[src/rtl/sysctl_pkg.sv]
package sysctl_pkg;
  localparam int unsigned PORT_CTRL  = 'h92;
  localparam int unsigned PORT_INDEX = 'h70;
  localparam int unsigned PORT_DATA  = 'h71;
  localparam int unsigned PORT_ERR0  = 'hF0;
  localparam int unsigned PORT_ERR1  = 'hF1;

  // bit positions of the control register
  localparam int unsigned B_RST  = 0;
  localparam int unsigned B_A20  = 1;
  localparam int unsigned B_LOCK = 3;

  typedef struct packed {
    logic rst_bit;
    logic fast_a20;
    logic lock;
  } ctrl_state_t;
endpackage

[src/rtl/sysctl_ctrl_reg.sv]
module sysctl_ctrl_reg #(
  parameter int unsigned RST_PULSE = 4
) (
  input  logic                   clk_i,
  input  logic                   rst_ni,
  input  logic                   wr_i,
  input  logic [7:0]             wdata_i,
  input  logic                   lock_en_i,
  input  logic                   ext_a20_i,
  output sysctl_pkg::ctrl_state_t st_o,
  output logic [7:0]             rdata_o,
  output logic                   cpu_rst_o,
  output logic                   a20_mask_o
);
  import sysctl_pkg::*;

  localparam int unsigned CW = $clog2(RST_PULSE + 1);

  ctrl_state_t st_q;
  logic [CW-1:0] cnt_q;
  logic fire;

  assign fire = wr_i && wdata_i[B_RST] && !st_q.rst_bit;

  always_ff @(posedge clk_i or negedge rst_ni) begin
    if (!rst_ni) begin
      st_q  <= '0;
      cnt_q <= '0;
    end else begin
      if (wr_i) begin
        st_q.rst_bit  <= wdata_i[B_RST];
        st_q.fast_a20 <= wdata_i[B_A20];
        // one-way: set only when enabled, never cleared by software
        if (lock_en_i && wdata_i[B_LOCK]) st_q.lock <= 1'b1;
      end
      if (fire)              cnt_q <= CW'(RST_PULSE);
      else if (cnt_q != '0)  cnt_q <= cnt_q - 1'b1;
    end
  end

  assign st_o       = st_q;
  assign cpu_rst_o  = (cnt_q != '0);
  assign a20_mask_o = !(st_q.fast_a20 || ext_a20_i);

  always_comb begin
    rdata_o         = '0;
    rdata_o[B_RST]  = st_q.rst_bit;
    rdata_o[B_A20]  = st_q.fast_a20;
    rdata_o[B_LOCK] = st_q.lock && lock_en_i;
  end
endmodule

[src/rtl/sysctl_cmos_path.sv]
module sysctl_cmos_path #(
  parameter int unsigned       CMOS_AW = 7,
  parameter logic [CMOS_AW-1:0] LOCK_LO = 7'h38,
  parameter logic [CMOS_AW-1:0] LOCK_HI = 7'h3F
) (
  input  logic               clk_i,
  input  logic               rst_ni,
  input  logic               idx_wr_i,
  input  logic               dat_wr_i,
  input  logic               dat_rd_i,
  input  logic [7:0]         wdata_i,
  input  logic               lock_i,
  input  logic [7:0]         cmos_rdata_i,
  output logic [CMOS_AW-1:0] cmos_addr_o,
  output logic [7:0]         cmos_wdata_o,
  output logic               cmos_we_o,
  output logic               cmos_re_o,
  output logic [7:0]         idx_rdata_o,
  output logic [7:0]         dat_rdata_o
);
  logic [CMOS_AW-1:0] idx_q;
  logic in_range, blocked;

  always_ff @(posedge clk_i or negedge rst_ni) begin
    if (!rst_ni)       idx_q <= '0;
    else if (idx_wr_i) idx_q <= wdata_i[CMOS_AW-1:0];
  end

  assign in_range = (idx_q >= LOCK_LO) && (idx_q <= LOCK_HI);
  assign blocked  = lock_i && in_range;

  assign cmos_addr_o  = idx_q;
  assign cmos_wdata_o = wdata_i;
  assign cmos_we_o    = dat_wr_i && !blocked;
  assign cmos_re_o    = dat_rd_i && !blocked;
  assign idx_rdata_o  = 8'(idx_q);
  assign dat_rdata_o  = blocked ? 8'hFF : cmos_rdata_i;
endmodule

[src/rtl/sysctl_err_latch.sv]
module sysctl_err_latch (
  input  logic clk_i,
  input  logic rst_ni,
  input  logic err_i,
  input  logic clr_i,
  output logic irq_o
);
  logic err_q, irq_q;

  always_ff @(posedge clk_i or negedge rst_ni) begin
    if (!rst_ni) begin
      err_q <= 1'b0;
      irq_q <= 1'b0;
    end else begin
      err_q <= err_i;
      // a fresh edge wins over a simultaneous clear
      if (err_i && !err_q) irq_q <= 1'b1;
      else if (clr_i)      irq_q <= 1'b0;
    end
  end

  assign irq_o = irq_q;
endmodule

[src/rtl/legacy_sysctl.sv]
module legacy_sysctl #(
  parameter int unsigned IO_AW     = 16,
  parameter int unsigned CMOS_AW   = 7,
  parameter int unsigned RST_PULSE = 4,
  parameter logic [CMOS_AW-1:0] LOCK_LO = 7'h38,
  parameter logic [CMOS_AW-1:0] LOCK_HI = 7'h3F
) (
  input  logic               clk_i,
  input  logic               rst_ni,
  input  logic [IO_AW-1:0]   io_addr_i,
  input  logic [7:0]         io_wdata_i,
  input  logic               io_wr_i,
  input  logic               io_rd_i,
  output logic [7:0]         io_rdata_o,
  input  logic               lock_en_i,
  input  logic               ext_a20_i,
  input  logic               fpu_err_i,
  output logic [CMOS_AW-1:0] cmos_addr_o,
  output logic [7:0]         cmos_wdata_o,
  output logic               cmos_we_o,
  output logic               cmos_re_o,
  input  logic [7:0]         cmos_rdata_i,
  output logic               cpu_rst_o,
  output logic               a20_mask_o,
  output logic               irq13_o
);
  import sysctl_pkg::*;

  logic hit_ctrl, hit_idx, hit_dat, hit_err;
  ctrl_state_t ctrl_st;
  logic [7:0] ctrl_rdata, idx_rdata, dat_rdata;

  assign hit_ctrl = (io_addr_i == IO_AW'(PORT_CTRL));
  assign hit_idx  = (io_addr_i == IO_AW'(PORT_INDEX));
  assign hit_dat  = (io_addr_i == IO_AW'(PORT_DATA));
  assign hit_err  = (io_addr_i == IO_AW'(PORT_ERR0)) || (io_addr_i == IO_AW'(PORT_ERR1));

  sysctl_ctrl_reg #(.RST_PULSE(RST_PULSE)) u_ctrl (
    .clk_i      (clk_i),
    .rst_ni     (rst_ni),
    .wr_i       (io_wr_i && hit_ctrl),
    .wdata_i    (io_wdata_i),
    .lock_en_i  (lock_en_i),
    .ext_a20_i  (ext_a20_i),
    .st_o       (ctrl_st),
    .rdata_o    (ctrl_rdata),
    .cpu_rst_o  (cpu_rst_o),
    .a20_mask_o (a20_mask_o)
  );

  sysctl_cmos_path #(.CMOS_AW(CMOS_AW), .LOCK_LO(LOCK_LO), .LOCK_HI(LOCK_HI)) u_cmos (
    .clk_i        (clk_i),
    .rst_ni       (rst_ni),
    .idx_wr_i     (io_wr_i && hit_idx),
    .dat_wr_i     (io_wr_i && hit_dat),
    .dat_rd_i     (io_rd_i && hit_dat),
    .wdata_i      (io_wdata_i),
    .lock_i       (ctrl_st.lock),
    .cmos_rdata_i (cmos_rdata_i),
    .cmos_addr_o  (cmos_addr_o),
    .cmos_wdata_o (cmos_wdata_o),
    .cmos_we_o    (cmos_we_o),
    .cmos_re_o    (cmos_re_o),
    .idx_rdata_o  (idx_rdata),
    .dat_rdata_o  (dat_rdata)
  );

  sysctl_err_latch u_err (
    .clk_i  (clk_i),
    .rst_ni (rst_ni),
    .err_i  (fpu_err_i),
    .clr_i  (io_wr_i && hit_err),
    .irq_o  (irq13_o)
  );

  always_comb begin
    io_rdata_o = '0;
    if (io_rd_i) begin
      if (hit_ctrl)     io_rdata_o = ctrl_rdata;
      else if (hit_idx) io_rdata_o = idx_rdata;
      else if (hit_dat) io_rdata_o = dat_rdata;
    end
  end
endmodule

[config.mk]
export PLATFORM = sky130hd
export DESIGN_NAME = legacy_sysctl
export DESIGN_NICKNAME = d
export VERILOG_FILES = /design/src/rtl/sysctl_pkg.sv /design/src/rtl/sysctl_ctrl_reg.sv /design/src/rtl/sysctl_cmos_path.sv /design/src/rtl/sysctl_err_latch.sv /design/src/rtl/legacy_sysctl.sv
export SDC_FILE = /design/constraint.sdc
export NUM_CORES = 1
export LEC_CHECK = 0
export ABC_AREA = 1
export BUFFER_PORTS_ARGS = -buffer_cell sky130_fd_sc_hd__buf_4
export CELL_PAD_IN_SITES_DETAIL_PLACEMENT = 0
export CELL_PAD_IN_SITES_GLOBAL_PLACEMENT = 1
export CORE_MARGIN = 2
export CORE_UTILIZATION = 32
export DETAILED_ROUTE_END_ITERATION = 10
export PLACE_DENSITY_LB_ADDON = 0.1
export SKIP_CTS_REPAIR_TIMING = 1
export SYNTH_ARGS = -nofsm -noshare
export SYNTH_HDL_FRONTEND = slang
export SYNTH_SLANG_ARGS = --single-unit
export TNS_END_PERCENT = 100
[constraint.sdc]
create_clock -name clk_i -period 4.2 [get_ports clk_i]
set_input_delay 1.26 -clock clk_i [delete_from_list [all_inputs] [get_ports clk_i]]
set_output_delay 1.26 -clock clk_i [all_outputs]
set_load 0.05 [all_outputs]
; ---- After elaboration in Yosys (flattened, before gate mapping)
; Cells that the tools add are included.
; Widths: inputs -> output; s select.
[word_totals]
elab_cells = 48
in_bits = 39
reg_bits = 15
output_inout_bits = 28
[op_classes]
n_eq_ne = 5
n_reduce_logical = 24
muxes = 9
n_addsub = 1
order_cmp = 2
[op_table]
columns = op, count
row1 = $eq 16x8->1 const B, 3
row2 = $mux 8, 5
row3 = $eq 16x7->1 const B, 2
row4 = $logic_and 1x1->1, 14
row5 = $ge 7x6->1 const B, 1
row6 = $le 7x6->1 const B, 1
row7 = $mux 3, 2
row8 = $logic_not 1->1, 4
row9 = $reduce_bool 2->1, 2
row10 = $reduce_bool 3->1, 1
row11 = $sub 3x1->3 const B, 1
row12 = $logic_or 1x1->1, 2
row13 = $mux 1, 2
row14 = $reduce_and 2->1, 1

; ---- Longest topological paths before layout
[logic_depth]
word_depth = 8
ltp_mapped = 9
depth_no_buf = 9

; ---- Modules after synthesis
; Synthesis repeated with hierarchy kept, for this count alone.
[unflattened]
cells_unflattened = 217
hier_area_um2 = 1396.3
[by_module_without_submodules]
columns = mod, instances, cells_each, seq_area_each_um2, area_per_inst_um2
row1 = sysctl_cmos_path, 1, 71, 175.2, 511.7
row2 = legacy_sysctl, 1, 90, 0.0, 444.2
row3 = sysctl_ctrl_reg, 1, 49, 150.1, 371.6
row4 = sysctl_err_latch, 1, 7, 50.0, 68.8

; ---- Least setup slack after synthesis
; No wires, ideal clock.
[synth_path]
kind = input port to output port
startpoint = input io_addr_i[9]
endpoint = output io_rdata_o[7]
path_slack_ns = 0.092
stages = 5
required_ns = 2.940
t_arrival_ns = 2.848
path_buffers = 0
path_cell_list = nor2_1 > nand2_2 > nor2_8 > nand2_2 > nor3_1
[synth_between]
elab_chain_cells = 5
word_cells_on_any_way = 7
classes_between = eq/ne: 3 / mux: 4
[synth_rtl]
columns = element, line
row1 = start: declaration, legacy_sysctl.sv:10  ; input logic [IO_AW-1:0] io_addr_i,
row2 = $eq 16x7->1, legacy_sysctl.sv:35  ; assign hit_dat = (io_addr_i == IO_AW'(PORT_DATA));
row3 = $mux 8, legacy_sysctl.sv:81  ; else if (hit_dat) io_rdata_o = dat_rdata;
row4 = $mux 8, legacy_sysctl.sv:80  ; else if (hit_idx) io_rdata_o = idx_rdata;
row5 = $mux 8 *, legacy_sysctl.sv:79  ; if (hit_ctrl) io_rdata_o = ctrl_rdata;
row6 = $mux 8 *, legacy_sysctl.sv:78  ; if (io_rd_i) begin
row7 = end: declaration, legacy_sysctl.sv:14  ; output logic [7:0] io_rdata_o,
; Every way passes the cells marked *; elsewhere a longest branch is shown, timed or not.

; ---- Worst setup path after layout
[layout_path]
startpoint = input io_addr_i[9]
endpoint = output io_rdata_o[4]
; The elaborated chain is that of the path after synthesis.

==> results <==
- STA puts the critical path data arrival time at 2.46 ns.
- After synthesis, the cell types taking the most area are sky130_fd_sc_hd__dfrtp_1 (30%), sky130_fd_sc_hd__nand2_1 (15%), sky130_fd_sc_hd__inv_1 (11%).
- The netlist area before placement is 0.00127 mm².
- The height of the die is 66.9 µm.
- Setup repair after global routing left no endpoint under its margin.
- The number of failing setup endpoints in the final timing report is 0.
- The worst pin sits at a relative slew slack of 80.6%.
- The floorplan has 22 rows.
- The number of hold-slack violations in the final timing report is 0.
- Of all flip-flops after synthesis, the portion carrying an async set or reset was 100%.
- The final core utilization is 47.3%.
- The maximum operating frequency is 269 MHz.
- The worst hold path begins at u_err.err_q$_DFF_PN0_.
- The worst setup path is captured at an output pin.
- For this run the aggregate overflow at the end of global routing stands at 0.
- The standard cell with the maximum stage delay on the critical path is sky130_fd_sc_hd__nor2_8.
- In this run the deepest clock path goes through 2 buffers.
- Of all cell types, the one taking the most synthesized area is sky130_fd_sc_hd__dfrtp_1.
- Yosys mapped a number of flops with a built-in enable equal to 0.
- The standard cell core area is 0.00374 mm².
- 67 I/O pins were placed.
- Summed over all layers, the routed wires come to 2990 µm.
- The post-route clock period utilization is 88.5%.
- Combinational logic is responsible for 37.7% of the overall power.
- Cell internal power was estimated by the tool at 298 µW.
- The average footprint of a synthesized cell is 6.57 µm².
- The required time of the worst setup path is 2.94 ns.
- The critical path buffer and inverter count is 3.
- Across all layers, the routed design uses 1240 vias.
- The initial antenna violation count came to 0.
- The mean number of vias per cell is 4.15.
- The switching fraction of total power is 32.9%.
- The start-to-end type of the worst setup path is in2out.
- The final layout contains 293 nets.
- The number of design-rule violations left by the first detailed-router iteration is 46.
- The setup clock skew after layout is 0.000168 ns.
- The number of warning messages in the yosys log is 0.
- The total routing resource utilization after global routing is 14.7%.
- Dividing the detail-routed wire length by the instance count gives 9.99 µm.
- Dividing total power by cell area gives a power density of 251 mW/mm².
- The placed instance count is 295.
- The first TritonRoute pass finished after 4 iterations.
- Ranked by instance count, the synthesized netlist is headed by sky130_fd_sc_hd__nand2_1 (50), sky130_fd_sc_hd__inv_1 (37), sky130_fd_sc_hd__nor2_1 (25).
- The number of antenna diodes in the final layout is 0.
- Tracing the worst setup path back leads to its startpoint at io_addr_i[9].
- The signal on the critical path passes through buf_4, nor2_1, nand2_2, nor2_8, nand2_2, clkinv_1, nand2_1, a21oi_1, buf_4.
- The delay of the slowest cell on the worst path is 0.26 ns.
- The top cell type's share of synthesized area is 29.6%.
- For the final routed database, the setup TNS stands at 0 ns.
- The root buffer cell is sky130_fd_sc_hd__clkbuf_8.
- The power after layout is 444 µW.
- Entering global routing, the biggest net connects 20 pins.
- The via count of the first global-routing pass is 1206.
- The first-pass GRT wire length is 5150 µm.
- The startpoint of the worst register-to-register path is u_ctrl.cnt_q[0]$_DFFE_PN0P_.
- The count of pins over their slew limit is 0.
- The count of non-filler cells in the finished layout is 299.
- The initial utilization of the core area, before any placement, comes to 33.9%.
- TritonCTS built the clock tree.
- The number of buffers inserted by port buffering is 64.
- Clock-pin slew was measured on the worst setup and hold paths at 0.05 ns.
- The global placement routability congestion is 0.702.
- The switching power is 146 µW.
- The number of cells produced by synthesis is 193.
- The highest ir drop seen on vdd is 0.379 mV.
- The detailed-placement wirelength estimate is 2500 µm.
- The clock network power share is 24.9%.
- The portion of total power attributed to sequential cells is 37.4%.
- The highest net fanout along the worst path is 19.
- Counting flops and latches in the post-synthesis netlist gives 15.
- The startpoint type of the worst setup path is an input pin.
- The smallest clock period supported by the final layout is computed as 3.72 ns.
- The post-detailed-route count of antenna-violating nets is 0.
- The total of max-cap violations is 0.
- CTS saw 15 sinks.
- For this run, the leading register cell type out of synthesis is sky130_fd_sc_hd__dfrtp_1.
- The reported leakage power is 0.00106 µW.
- The type of the most critical hold path is reg2reg.
- The residual DRC count is 0.
- At the pin with the least slew margin, the transition time is 0.290 ns.
- The post-synthesis net count is 234.
- In this run the horizontal extent of the chip is 66.9 µm.
- The synthesized netlist contains 24 unique library cells.
- The area of the die is 0.00448 mm².
- Cells with a size suffix above 1 make up 35.5% of the layout.
- The count of H-tree levels built during CTS is 1.
- The layout overhead on the synthesized area is 39.7%.
- Clock latency on the worst-skew pair, taken at its later pin, is 0.24 ns.
- The final worst hold slack is 0.422 ns.
- Sequential cells were found to cover 29.6% of the synthesized design area.
- The kind of cell with the highest combined delay along the critical path is simple AND/OR/NAND/NOR gates.
- The leading cell type by number of instances after synthesis is sky130_fd_sc_hd__nand2_1.
- The number of buffers added by the clock tree synthesis step is 3.
- The flow ran to the end, and the final reports show no timing, DRC or antenna violations.
final timing paths:
check	slack (ns)	cells past startpoint	endpoint
max in group asynchronous	3.17	1	u_cmos.cmos_addr_o[2]$_DFFE_PN0P_
worst min register to register	0.42	1	u_err.irq_o$_DFFE_PN0P_
worst min-delay path	0.42	1	u_err.irq_o$_DFFE_PN0P_
worst max-delay path	0.48	9	io_rdata_o[4]
worst max register to register	3.05	6	u_ctrl.cnt_q[1]$_DFFE_PN0P_
min in group asynchronous	0.86	1	u_err.err_q$_DFF_PN0_
worst register-to-register path: stages, from the launching register on:
cell	delay, ns
sky130_fd_sc_hd__dfrtp_1	0.32
sky130_fd_sc_hd__inv_1	0.07
sky130_fd_sc_hd__ha_1	0.19
sky130_fd_sc_hd__nand2_1	0.15
sky130_fd_sc_hd__mux2i_1	0.21
sky130_fd_sc_hd__inv_1	0.06
sky130_fd_sc_hd__nor2_1	0.09
power groups by stage:
stage | logic [µW] | clock network [µW] | registers [µW]
floorplan | 116 | 0 | 168
global placement | 166 | 0 | 169
detailed placement | 167 | 0 | 169
CTS | 171 | 115 | 166
global route | 189 | 123 | 167
finish | 167 | 111 | 166
cells by family after synthesis:
group	Yosys count	synth area share, %
fa+ha+maj	2	1.97
mux	1	0.790
buf+inv	51	18.7
simple gates	110	40.8
xor+xnor	2	1.38
flops	15	29.6
compound gates	12	6.81
metrics by stage:
step	cell area [µm²]	setup WS, ns
2_1_floorplan	1270	0.0921
5_1_grt	1770	0.347
6_report	1770	0.484
4_1_cts	1770	0.469
3_3_place_gp	1730	0.452
3_5_place_dp	1730	0.476
final cells by class:
cell class | count | area, µm²
Fill cell | 410 | 1970
Multi-Input combinational cell | 127 | 656
Timing Repair Buffer | 64 | 480
Sequential cell | 15 | 375
Inverter | 41 | 154
Tap cell | 48 | 60.1
Clock buffer | 4 | 45.0
metal layers:
layer	wire (µm)	vias to the layer above	track usage [%]
met3	168	4	1.18
li1	-	689	-
met2	1310	31	23.8
met1	1480	516	20.7
met4	34	0	4.59
met5	0	-	0
flip-flops by register name, summed over array words and instances, names as in the netlist:
signal	count
u_err.irq_o	1
u_err.err_q	1
u_ctrl.rdata_o	2
u_ctrl.cnt_q	3
u_cmos.cmos_addr_o	7
u_ctrl.st_o	1
placed cells by master, fill, tap and decap left out, types with 2 or more instances in the layout:
master,netlist,routed
sky130_fd_sc_hd__nor3_1,3,3
sky130_fd_sc_hd__buf_4,8,64
sky130_fd_sc_hd__xor2_1,2,2
sky130_fd_sc_hd__inv_1,37,37
sky130_fd_sc_hd__o21ai_2,5,5
sky130_fd_sc_hd__o21ai_0,4,4
sky130_fd_sc_hd__ha_1,2,2
sky130_fd_sc_hd__nor2_2,3,3
sky130_fd_sc_hd__clkbuf_8,0,3
sky130_fd_sc_hd__nor2_4,3,3
sky130_fd_sc_hd__inv_2,3,3
sky130_fd_sc_hd__a21oi_2,2,2
sky130_fd_sc_hd__nand4_1,2,2
sky130_fd_sc_hd__nand3_1,17,17
sky130_fd_sc_hd__dfrtp_1,15,15
sky130_fd_sc_hd__nand2_2,4,4
sky130_fd_sc_hd__nand2_1,50,50
sky130_fd_sc_hd__nor2_1,25,25
Power figures use the tool's default switching activity.
